File: config.mk
export PLATFORM = sky130hd
export DESIGN_NAME = usbphy_pwr_seq
export DESIGN_NICKNAME = d
export VERILOG_FILES = /design/src/rtl/usbphy_seq_pkg.sv /design/src/rtl/usbphy_hold_timer.sv /design/src/rtl/usbphy_seq_fsm.sv /design/src/rtl/usbphy_ctl_regs.sv /design/src/rtl/usbphy_pwr_seq.sv
export SDC_FILE = /design/constraint.sdc
export NUM_CORES = 1
export LEC_CHECK = 0
export ABC_AREA = 1
export BUFFER_PORTS_ARGS = -buffer_cell sky130_fd_sc_hd__buf_2
export CORE_UTILIZATION = 40
export CTS_CLUSTER_DIAMETER = 100
export DETAILED_ROUTE_END_ITERATION = 6
export SLEW_MARGIN = 30
export SYNTH_ARGS = -nofsm -noshare
export SYNTH_HDL_FRONTEND = slang
export SYNTH_SLANG_ARGS = --single-unit
File: constraint.sdc
create_clock -name clk -period 3.85 [get_ports clk]
set_input_delay 0.5775 -clock clk [delete_from_list [all_inputs] [get_ports clk]]
set_output_delay 0.5775 -clock clk [all_outputs]
set_load 0.01 [all_outputs]
File: src/rtl/usbphy_seq_pkg.sv
package usbphy_seq_pkg;

  typedef enum logic [2:0] {
    S_IDLE   = 3'd0,
    S_CLR    = 3'd1,
    S_LINK   = 3'd2,
    S_CLKSRC = 3'd3,
    S_PATH   = 3'd4,
    S_RSTON  = 3'd5,
    S_HOLD   = 3'd6,
    S_EXIT   = 3'd7
  } seq_state_t;

  localparam logic [5:0] FRAME_ADJ_VAL = 6'h20;
  localparam logic [4:0] LOS_LVL_VAL   = 5'h09;
  localparam logic [4:0] DEEMPH_VAL    = 5'h1C;

  // Cycles of port-reset hold; never less than one.
  function automatic int unsigned hold_cycles(input int unsigned mhz, input int unsigned us);
    int unsigned n;
    n = mhz * us;
    return (n == 0) ? 1 : n;
  endfunction

endpackage

File: src/rtl/usbphy_hold_timer.sv
module usbphy_hold_timer #(
  parameter int unsigned HOLD = 40
) (
  input  logic clk,
  input  logic rst_n,
  input  logic start,
  output logic done
);
  localparam int unsigned CW = $clog2(HOLD + 1);
  localparam logic [CW-1:0] LAST = CW'(HOLD - 1);

  logic [CW-1:0] cnt;
  logic          run;

  assign done = run && (cnt == LAST);

  always_ff @(posedge clk or negedge rst_n) begin
    if (!rst_n) begin
      cnt <= '0;
      run <= 1'b0;
    end else if (start) begin
      cnt <= '0;
      run <= 1'b1;
    end else if (done) begin
      run <= 1'b0;
    end else if (run) begin
      cnt <= cnt + 1'b1;
    end
  end

  assert_done_single_R8: assert property (@(posedge clk) disable iff (!rst_n)
    done |=> !done);
  assert_cnt_bound_R8: assert property (@(posedge clk) disable iff (!rst_n)
    run |-> (cnt <= LAST));

endmodule

File: src/rtl/usbphy_seq_fsm.sv
module usbphy_seq_fsm
  import usbphy_seq_pkg::*;
(
  input  logic clk,
  input  logic rst_n,
  input  logic init_req,
  input  logic exit_req,
  input  logic mode_ss,
  input  logic timer_done,
  output logic st_clear,
  output logic st_link,
  output logic st_clksrc,
  output logic st_path,
  output logic st_rst_on,
  output logic st_rst_off,
  output logic st_exit,
  output logic mode_q,
  output logic busy
);
  seq_state_t state, nxt;

  always_comb begin
    nxt = state;
    unique case (state)
      S_IDLE: begin
        if (exit_req)      nxt = S_EXIT;
        else if (init_req) nxt = S_CLR;
      end
      S_CLR:    nxt = S_LINK;
      S_LINK:   nxt = S_CLKSRC;
      S_CLKSRC: nxt = S_PATH;
      S_PATH:   nxt = S_RSTON;
      S_RSTON:  nxt = S_HOLD;
      S_HOLD:   if (timer_done) nxt = S_IDLE;
      S_EXIT:   nxt = S_IDLE;
      default:  nxt = S_IDLE;
    endcase
  end

  always_ff @(posedge clk or negedge rst_n) begin
    if (!rst_n) begin
      state  <= S_IDLE;
      mode_q <= 1'b0;
    end else begin
      state <= nxt;
      if (state == S_IDLE && init_req && !exit_req) mode_q <= mode_ss;
    end
  end

  assign st_clear   = (state == S_CLR);
  assign st_link    = (state == S_LINK);
  assign st_clksrc  = (state == S_CLKSRC);
  assign st_path    = (state == S_PATH);
  assign st_rst_on  = (state == S_RSTON);
  assign st_rst_off = (state == S_HOLD) && timer_done;
  assign st_exit    = (state == S_EXIT);
  assign busy       = (state != S_IDLE);

  assert_exit_wins_R11: assert property (@(posedge clk) disable iff (!rst_n)
    (state == S_IDLE && init_req && exit_req) |=> (state == S_EXIT));
  assert_hold_ignores_req_R2: assert property (@(posedge clk) disable iff (!rst_n)
    (state == S_HOLD && !timer_done) |=> (state == S_HOLD));
  assert_steps_onehot_R3: assert property (@(posedge clk) disable iff (!rst_n)
    $onehot0({st_clear, st_link, st_clksrc, st_path, st_rst_on, st_rst_off, st_exit}));

endmodule

File: src/rtl/usbphy_ctl_regs.sv
module usbphy_ctl_regs
  import usbphy_seq_pkg::*;
(
  input  logic       clk,
  input  logic       rst_n,
  input  logic       st_clear,
  input  logic       st_link,
  input  logic       st_clksrc,
  input  logic       st_path,
  input  logic       st_rst_on,
  input  logic       st_rst_off,
  input  logic       st_exit,
  input  logic       mode_q,
  output logic       ctl_clear,
  output logic [5:0] frame_adj,
  output logic       ver_ctl,
  output logic       ref_use_pad,
  output logic       utmi_clk_sel,
  output logic [4:0] los_level,
  output logic [4:0] tx_deemph,
  output logic       otg_disable,
  output logic       force_suspend,
  output logic       force_sleep,
  output logic       hs_pwrdn,
  output logic       ss_pwrdn,
  output logic       ret_enable,
  output logic       ref_ss_en,
  output logic       ssc_en,
  output logic       common_on,
  output logic       port_reset,
  output logic       ready
);

  always_ff @(posedge clk or negedge rst_n) begin
    if (!rst_n) begin
      ctl_clear     <= 1'b0;
      frame_adj     <= '0;
      ver_ctl       <= 1'b0;
      ref_use_pad   <= 1'b1;
      utmi_clk_sel  <= 1'b0;
      los_level     <= '0;
      tx_deemph     <= '0;
      otg_disable   <= 1'b0;
      force_suspend <= 1'b0;
      force_sleep   <= 1'b0;
      hs_pwrdn      <= 1'b1;
      ss_pwrdn      <= 1'b1;
      ret_enable    <= 1'b0;
      ref_ss_en     <= 1'b0;
      ssc_en        <= 1'b0;
      common_on     <= 1'b0;
      port_reset    <= 1'b0;
      ready         <= 1'b0;
    end else begin
      ctl_clear <= st_clear;
      if (st_clear) ready <= 1'b0;
      if (st_link) begin
        frame_adj <= FRAME_ADJ_VAL;
        ver_ctl   <= 1'b1;
      end
      if (st_clksrc) begin
        ref_use_pad  <= 1'b0;
        utmi_clk_sel <= 1'b1;
      end
      if (st_path) begin
        tx_deemph <= DEEMPH_VAL;
        if (mode_q) begin
          ss_pwrdn <= 1'b0;
        end else begin
          los_level     <= LOS_LVL_VAL;
          otg_disable   <= 1'b1;
          force_suspend <= 1'b0;
          force_sleep   <= 1'b0;
          hs_pwrdn      <= 1'b0;
        end
      end
      if (st_rst_on) begin
        ret_enable <= 1'b1;
        ref_ss_en  <= 1'b1;
        ssc_en     <= 1'b1;
        common_on  <= 1'b1;
        port_reset <= 1'b1;
      end
      if (st_rst_off) begin
        port_reset <= 1'b0;
        ready      <= 1'b1;
      end
      if (st_exit) begin
        otg_disable   <= 1'b1;
        force_suspend <= 1'b1;
        force_sleep   <= 1'b1;
        ref_ss_en     <= 1'b0;
        ssc_en        <= 1'b0;
        common_on     <= 1'b0;
        hs_pwrdn      <= 1'b1;
        ss_pwrdn      <= 1'b1;
        ready         <= 1'b0;
      end
    end
  end

  assert_clear_one_cycle_R3: assert property (@(posedge clk) disable iff (!rst_n)
    ctl_clear |=> !ctl_clear);
  assert_rst_with_enables_R8: assert property (@(posedge clk) disable iff (!rst_n)
    $rose(port_reset) |-> (ret_enable && ref_ss_en && ssc_en && common_on));
  assert_ready_at_release_R9: assert property (@(posedge clk) disable iff (!rst_n)
    $fell(port_reset) |-> ($rose(ready) && common_on));
  assert_hs_path_R6: assert property (@(posedge clk) disable iff (!rst_n)
    (st_path && !mode_q) |=> (otg_disable && !force_sleep && !hs_pwrdn));
  assert_ss_path_keeps_R7: assert property (@(posedge clk) disable iff (!rst_n)
    (st_path && mode_q) |=> ($stable(los_level) && $stable(otg_disable) && $stable(hs_pwrdn) && !ss_pwrdn));
  assert_exit_lowleak_R10: assert property (@(posedge clk) disable iff (!rst_n)
    st_exit |=> (hs_pwrdn && ss_pwrdn && force_sleep && force_suspend && !common_on && !ready));

endmodule

File: src/rtl/usbphy_pwr_seq.sv
module usbphy_pwr_seq
  import usbphy_seq_pkg::*;
#(
  parameter int unsigned CLK_MHZ = 4,
  parameter int unsigned HOLD_US = 10
) (
  input  logic       clk,
  input  logic       rst_n,
  input  logic       init_req,
  input  logic       exit_req,
  input  logic       mode_ss,
  output logic       ctl_clear,
  output logic [5:0] frame_adj,
  output logic       ver_ctl,
  output logic       ref_use_pad,
  output logic       utmi_clk_sel,
  output logic [4:0] los_level,
  output logic [4:0] tx_deemph,
  output logic       otg_disable,
  output logic       force_suspend,
  output logic       force_sleep,
  output logic       hs_pwrdn,
  output logic       ss_pwrdn,
  output logic       ret_enable,
  output logic       ref_ss_en,
  output logic       ssc_en,
  output logic       common_on,
  output logic       port_reset,
  output logic       ready,
  output logic       busy
);
  localparam int unsigned HOLD = hold_cycles(CLK_MHZ, HOLD_US);

  logic st_clear, st_link, st_clksrc, st_path, st_rst_on, st_rst_off, st_exit;
  logic mode_q, timer_done;

  usbphy_seq_fsm u_fsm (
    .clk        (clk),
    .rst_n      (rst_n),
    .init_req   (init_req),
    .exit_req   (exit_req),
    .mode_ss    (mode_ss),
    .timer_done (timer_done),
    .st_clear   (st_clear),
    .st_link    (st_link),
    .st_clksrc  (st_clksrc),
    .st_path    (st_path),
    .st_rst_on  (st_rst_on),
    .st_rst_off (st_rst_off),
    .st_exit    (st_exit),
    .mode_q     (mode_q),
    .busy       (busy)
  );

  usbphy_hold_timer #(.HOLD(HOLD)) u_timer (
    .clk   (clk),
    .rst_n (rst_n),
    .start (st_rst_on),
    .done  (timer_done)
  );

  usbphy_ctl_regs u_regs (
    .clk           (clk),
    .rst_n         (rst_n),
    .st_clear      (st_clear),
    .st_link       (st_link),
    .st_clksrc     (st_clksrc),
    .st_path       (st_path),
    .st_rst_on     (st_rst_on),
    .st_rst_off    (st_rst_off),
    .st_exit       (st_exit),
    .mode_q        (mode_q),
    .ctl_clear     (ctl_clear),
    .frame_adj     (frame_adj),
    .ver_ctl       (ver_ctl),
    .ref_use_pad   (ref_use_pad),
    .utmi_clk_sel  (utmi_clk_sel),
    .los_level     (los_level),
    .tx_deemph     (tx_deemph),
    .otg_disable   (otg_disable),
    .force_suspend (force_suspend),
    .force_sleep   (force_sleep),
    .hs_pwrdn      (hs_pwrdn),
    .ss_pwrdn      (ss_pwrdn),
    .ret_enable    (ret_enable),
    .ref_ss_en     (ref_ss_en),
    .ssc_en        (ssc_en),
    .common_on     (common_on),
    .port_reset    (port_reset),
    .ready         (ready)
  );

  assert_busy_drops_with_release_R9: assert property (@(posedge clk) disable iff (!rst_n)
    $fell(port_reset) |-> !busy);

endmodule

==> impl_metrics.yaml, run 1 <==
floorplanning:
  pin_count: 37
  core_area_sq_um: 2850
  fp.dieArea_sq_um: 3360
  die_h_um: 57.9
  die_w_um: 57.9
  start_util_pct: 43.9
  row_count: 19
worst_setup_path:
  startpoint_type: "flop"
  rr_startpoint: "u_timer.cnt[0]"
  crit_arrival_ns: 1.18
  endpoint_kind: "output pin"
  path_class: "flop to output pin"
  crit_family: "flip-flops"
  required_ns: 3.27
  path_cells: "nor2_1, nand2_2, buf_2"
  critical_path.max_stage_delay_ns: 0.46
  cp_num_buf_inv: 1
  path_max_fanout: 6
  critPathLaunch: "u_fsm.state[0]"
  crit_slowest_cell: "dfrtp_1"
worst_hold_path:
  hold_class: "primary input to async pin"
logic_synthesis:
  synth_area_sq_um: 1250
  synth_edf_count: 0
  ys.flop_type: "dfrtp_1"
  yosysSeqAreaShare_pct: 50.3
  yosys.cell_types.count: 26
  async_reset_ff_share_pct: 100
  ys_seq_elements: 25
  yosys_warnings: 0
  syn_area_per_cell_sq_um: 8.87
  syn_inst: 141
layout:
  nFillCells: 276
  antenna_cells: 0
  area_delta_synth_final_pct: 8.10
  reg_top3: "u_timer.cnt (6), u_fsm.state (3)"
  nets: 170
  drive_gt1_share_pct: 30.1
  final_common_cell: "nand2_1"
  finish.utilization_pct: 47.4
  final_cell_mix: "30 x nand2_1, 26 x buf_2, 22 x dfrtp_1, 16 x inv_1"
  largest_register: "u_timer.cnt"
  largest_register_ff_count: 6
sta:
  post-route-min-period_ns: 1.76
  finalMaxSlewViolations: 0
  fin_tns_setup_ns: 0
  finClkSkew_ns: 0.00639
  relSlewSlack_pct: 63.7
  rsz0062_at_grt: "false"
  setup_viol_count_final: 0
  setup_slack_ns: 2.09
  worst_pin_slew_ns: 0.545
  worst_hold_slack_ns: 0.238
  max_clock_freq_mhz: 569
  final_hold_viol_count: 0
  fin_crit_sh_pct: 45.7
power:
  power_leakage_nw: 0.806
  powerDensity_nw_per_um2: 285
  peakVddDrop_mv: 0.244
routing:
  drtAntennaViolNets: 0
  wl_um: 1960
  dr.pass1.iters: 6
  num_vias: 917
  wl_per_cell_um: 10.1
  drc_errors: 4
  dr.first_iter.drc_count: 18
  viasPerCell: 4.73
grt:
  grt_pass1_wl_um: 3500
  grt_pass1_vias: 816
  grt_util_all_layers_pct: 14.0
  grt_overflow_total: 0
  antenna_found_initial: 0
  grt_max_degree: 26
clock_tree:
  cts.sink_count: 25
  cts_setup_buffers: 0
  htreeDepth: 1
  clockBufferDepth: 2
  cts_tree: "built"
  clkLatencyLatePin_ns: 0.31
  hold_buffers: 0
  cts_resized: 0
  numCtsBuffers: 3
  path_clk_slew_ns: 0.12
  root_buffer: "clkbuf_4"
job:
  cap_violations: 0
placement:
  dp_hpwl_um: 1530
  place_ws_ns: 2.44
  gp_congestion: 0.740
  port_buffers: 26
status:
  status: "finished with violations"
  violations: "design-rule violations"
[layout make-up]
cell class	instances	area [sq um]	area share, %
multi-input cells	90	460	34.0
clock buffers	4	26.3	1.94
well taps	31	38.8	2.87
inverters	18	67.6	5.00
flip-flops and latches	25	629	46.5
repair buffers	26	130	9.62
[path summary, 6_finish.rpt]
| path | endpoint | slack, ns | cells after the start |
|---|---|---|---|
| setup / recovery | busy | 2.09 | 3 |
| hold / removal | u_timer.run | 0.24 | 1 |
| setup reg to reg | u_timer.cnt[3] | 2.51 | 7 |
| hold reg to reg | u_regs.ref_use_pad | 0.45 | 2 |
| max in group asynchronous | u_regs.hs_pwrdn | 3.24 | 1 |
| min in group clk | u_regs.ref_use_pad | 0.45 | 2 |
[Yosys cell counts (2+ instances only)]
library cell | number | area share (%)
a21oi_1 | 2 | 0.80
buf_4 | 17 | 10
dfrtp_1 | 22 | 44
dfstp_2 | 3 | 6.3
inv_1 | 16 | 4.8
inv_2 | 2 | 0.60
nand2_1 | 30 | 9.0
nand2_2 | 4 | 2.0
nand3_1 | 7 | 2.8
nand3b_1 | 2 | 1.2
nand4_1 | 2 | 1.0
nor2_1 | 10 | 3.0
nor2_4 | 3 | 2.7
nor3_1 | 2 | 0.80
o21ai_0 | 5 | 2.0
or2_2 | 4 | 2.0
[per-stage QoR]
step | instances | power (mW) | instance area, sq um
after floorplan | 150 | 0.282 | 1280
after global placement | 190 | 0.281 | 1330
after global routing | 194 | 0.403 | 1350
after CTS | 194 | 0.395 | 1350
after detailed placement | 190 | 0.281 | 1330
final | 194 | 0.386 | 1350
[logic make-up after synthesis]
logic type	Yosys count	synth area share (%)
other	1	0.300
buffers and inverters	35	15.6
AOI/OAI and AO/OA	11	5.70
DFF	25	50.3
adders and majority gates	1	1.00
xor gates and xnor gates	1	0.700
and+or+nand+nor	67	26.4
[metal layers]
metal | vias to the layer above | GRT usage, % | routed length [um]
met3 | 5 | 4.69 | 119
met4 | 0 | 5.10 | 27
met5 | - | 0 | 0
li1 | 456 | - | -
met2 | 33 | 23.5 | 928
met1 | 423 | 16.6 | 886
[power breakdown]
part	switching, mW	internal (mW)
sequential	0.000305	0.263
clock	0.0689	0.0405
combinational	0.0107	0.00190
Note: power is estimated with default switching activity, not from simulation.
==> run 2, diff against run 1 <==
Settings changed: ABC_AREA 1 to 0, PLACE_DENSITY from default to 0.67.
Clock period 3.85 ns to 1.6 ns, I/O delays scaled along.
==> impl_metrics.yaml, run 2 <==
status:
  status: "completed"
layout:
  drive_gt1_share_pct: 30.6
  largest_register: "u_timer.cnt"
  fin_cells: 191
  final_cell_mix: "26 x buf_2, 19 x dfrtp_1, 12 x a21oi_1, 10 x nand2_1, 10 x conb_1"
  multi_input_comb_area_sq_um: 517
  nets: 154
  seqCellArea_sq_um: 633
  finish.utilization_pct: 46.0
  largest_register_ff_count: 6
  area_delta_synth_final_pct: 9.22
  antenna_cells: 0
  reg_top3: "u_timer.cnt (6), u_fsm.state (3)"
  final_common_cell: "buf_2"
  nFillCells: 288
clock_tree:
  clkLatencyLatePin_ns: 0.32
  path_clk_slew_ns: 0.15
  root_buffer: "clkbuf_4"
  clockBufferDepth: 2
  htreeDepth: 1
  cts.sink_count: 25
  numCtsBuffers: 3
  cts_tree: "built"
  cts_setup_buffers: 0
routing:
  drc_errors: 0
  dr.first_iter.drc_count: 15
  viasPerCell: 4.80
  num_vias: 916
  wl_um: 2140
  dr.pass1.iters: 4
  drtAntennaViolNets: 0
  wl_per_cell_um: 11.2
worst_setup_path:
  path_cells: "nor2_2, nand2_1, buf_2"
  path_class: "flop to output pin"
  critical_path.max_stage_delay_ns: 0.53
  endpoint_kind: "output pin"
  crit_family: "flip-flops"
  cp_num_buf_inv: 1
  startpoint_type: "flop"
  rr_startpoint: "u_timer.cnt[4]"
  crit_arrival_ns: 1.26
  path_max_fanout: 14
  critPathLaunch: "u_fsm.state[1]"
  required_ns: 1.36
  crit_slowest_cell: "dfrtp_2"
logic_synthesis:
  syn_area_per_cell_sq_um: 9.97
  synth_area_leader_cell: "dfrtp_1"
  ys_seq_elements: 25
  ys_top_cells_by_area: "dfrtp_1 43%, buf_4 10%, dfstp_2 6.2%"
  yosysSeqAreaShare_pct: 49.3
  async_reset_ff_share_pct: 100
  yosys_warnings: 0
  netlist_top_cells_count: "22 x dfrtp_1, 17 x buf_4, 12 x a21oi_1, 10 x nand2_1, 9 x nor2_1"
  synth_edf_count: 0
  syn_inst: 128
  yosys.cell_types.count: 38
  ys.flop_type: "dfrtp_1"
  synth_area_sq_um: 1280
  yosysTopAreaCellShare_pct: 43.1
  yosysMostFrequentCell: "dfrtp_1"
placement:
  placed_cells: 186
  gp_congestion: 0.851
  port_buffers: 26
  dp_hpwl_um: 1560
floorplanning:
  row_count: 20
  core_area_sq_um: 3030
  fp.dieArea_sq_um: 3420
  die_h_um: 58.5
  pin_count: 37
  die_w_um: 58.5
  start_util_pct: 42.1
sta:
  finClkSkew_ns: 0.0155
  relSlewSlack_pct: 63.7
  fin_crit_sh_pct: 93.7
  rsz0062_at_grt: "false"
  fin_tns_setup_ns: 0
  setup_viol_count_final: 0
  finalMaxSlewViolations: 0
  max_clock_freq_mhz: 667
  worst_pin_slew_ns: 0.545
  final_hold_viol_count: 0
  worst_hold_slack_ns: 0.116
  post-route-min-period_ns: 1.50
power:
  powerDensity_nw_per_um2: 1740
  power_leakage_nw: 0.616
  peakVddDrop_mv: 0.706
grt:
  grt_pass1_wl_um: 3550
  grt_pass1_vias: 819
  grt_util_all_layers_pct: 13.6
  grt_max_degree: 26
  antenna_found_initial: 0
  grt_overflow_total: 0
worst_hold_path:
  hp-start: "mode_ss"
  hold_class: "primary input to flop"
job:
  cap_violations: 0
-- run 2: metal layers --
layer	part of all wire [%]	global-route usage [%]	up-vias	wire [um]
li1	-	-	452	-
met2	49	23.6	24	1060
met4	0.61	5.10	0	13
met5	0	0	-	0
met1	46	16.9	438	986
met3	3.9	2.64	2	84
-- run 2: what timing repair did --
item | 4_1_cts | 5_1_grt
endpoints found under the setup margin | 0 | 1
resized for setup | 0 | 3
hold buffers | 1 | 0
endpoints found under the hold margin | 22 | 0
-- run 2: per-stage QoR --
stage / setup WS (ns) / cell area, sq um / power (mW)
after floorplan: 0.431 / 1310 / 1.94
after global placement: 0.282 / 1350 / 2.11
after detailed placement: 0.229 / 1350 / 2.16
after CTS: 0.00406 / 1390 / 2.45
after global routing: 0.0145 / 1390 / 2.66
final: 0.100 / 1390 / 2.43
-- run 2: worst paths after layout --
check | slack [ns] | endpoint | depth (start not counted)
worst max register to register | 0.33 | u_fsm.state[2] | 3
worst min-delay path | 0.12 | u_fsm.mode_q | 2
worst max-delay path | 0.10 | busy | 3
worst min register to register | 0.48 | u_regs.ret_enable | 1
max in group asynchronous | 0.77 | u_fsm.state[2] | 2
min in group asynchronous | 0.43 | u_regs.tx_deemph[2] | 2
-- run 2: final cells by class --
cell class | instances | area share [%]
Sequential cell | 25 | 45.4
Tap cell | 44 | 3.95
Timing Repair Buffer | 28 | 10.6
Clock buffer | 3 | 1.62
Clock inverter | 1 | 0.539
Inverter | 3 | 0.808
Multi-Input combinational cell | 87 | 37.1
-- run 2: worst register-to-register path: stages (launching register included) --
cell and delay (ns):
dfrtp_1 0.44, and4bb_4 0.36, and3_4 0.22, o221ai_1 0.12
-- run 2: logic make-up after synthesis --
family	share of synthesized area (%)
compound gates	12.6
simple gates	20.0
buf+inv	12.8
flops	49.3
other cells	0.294
mux	3.24
xor+xnor	0.686
fa+ha+maj	0.980
-- run 2: power by group --
part	switching [mW]	internal, mW
Clock	0.189	0.0953
Sequential	0.328	0.877
Combinational	0.505	0.435
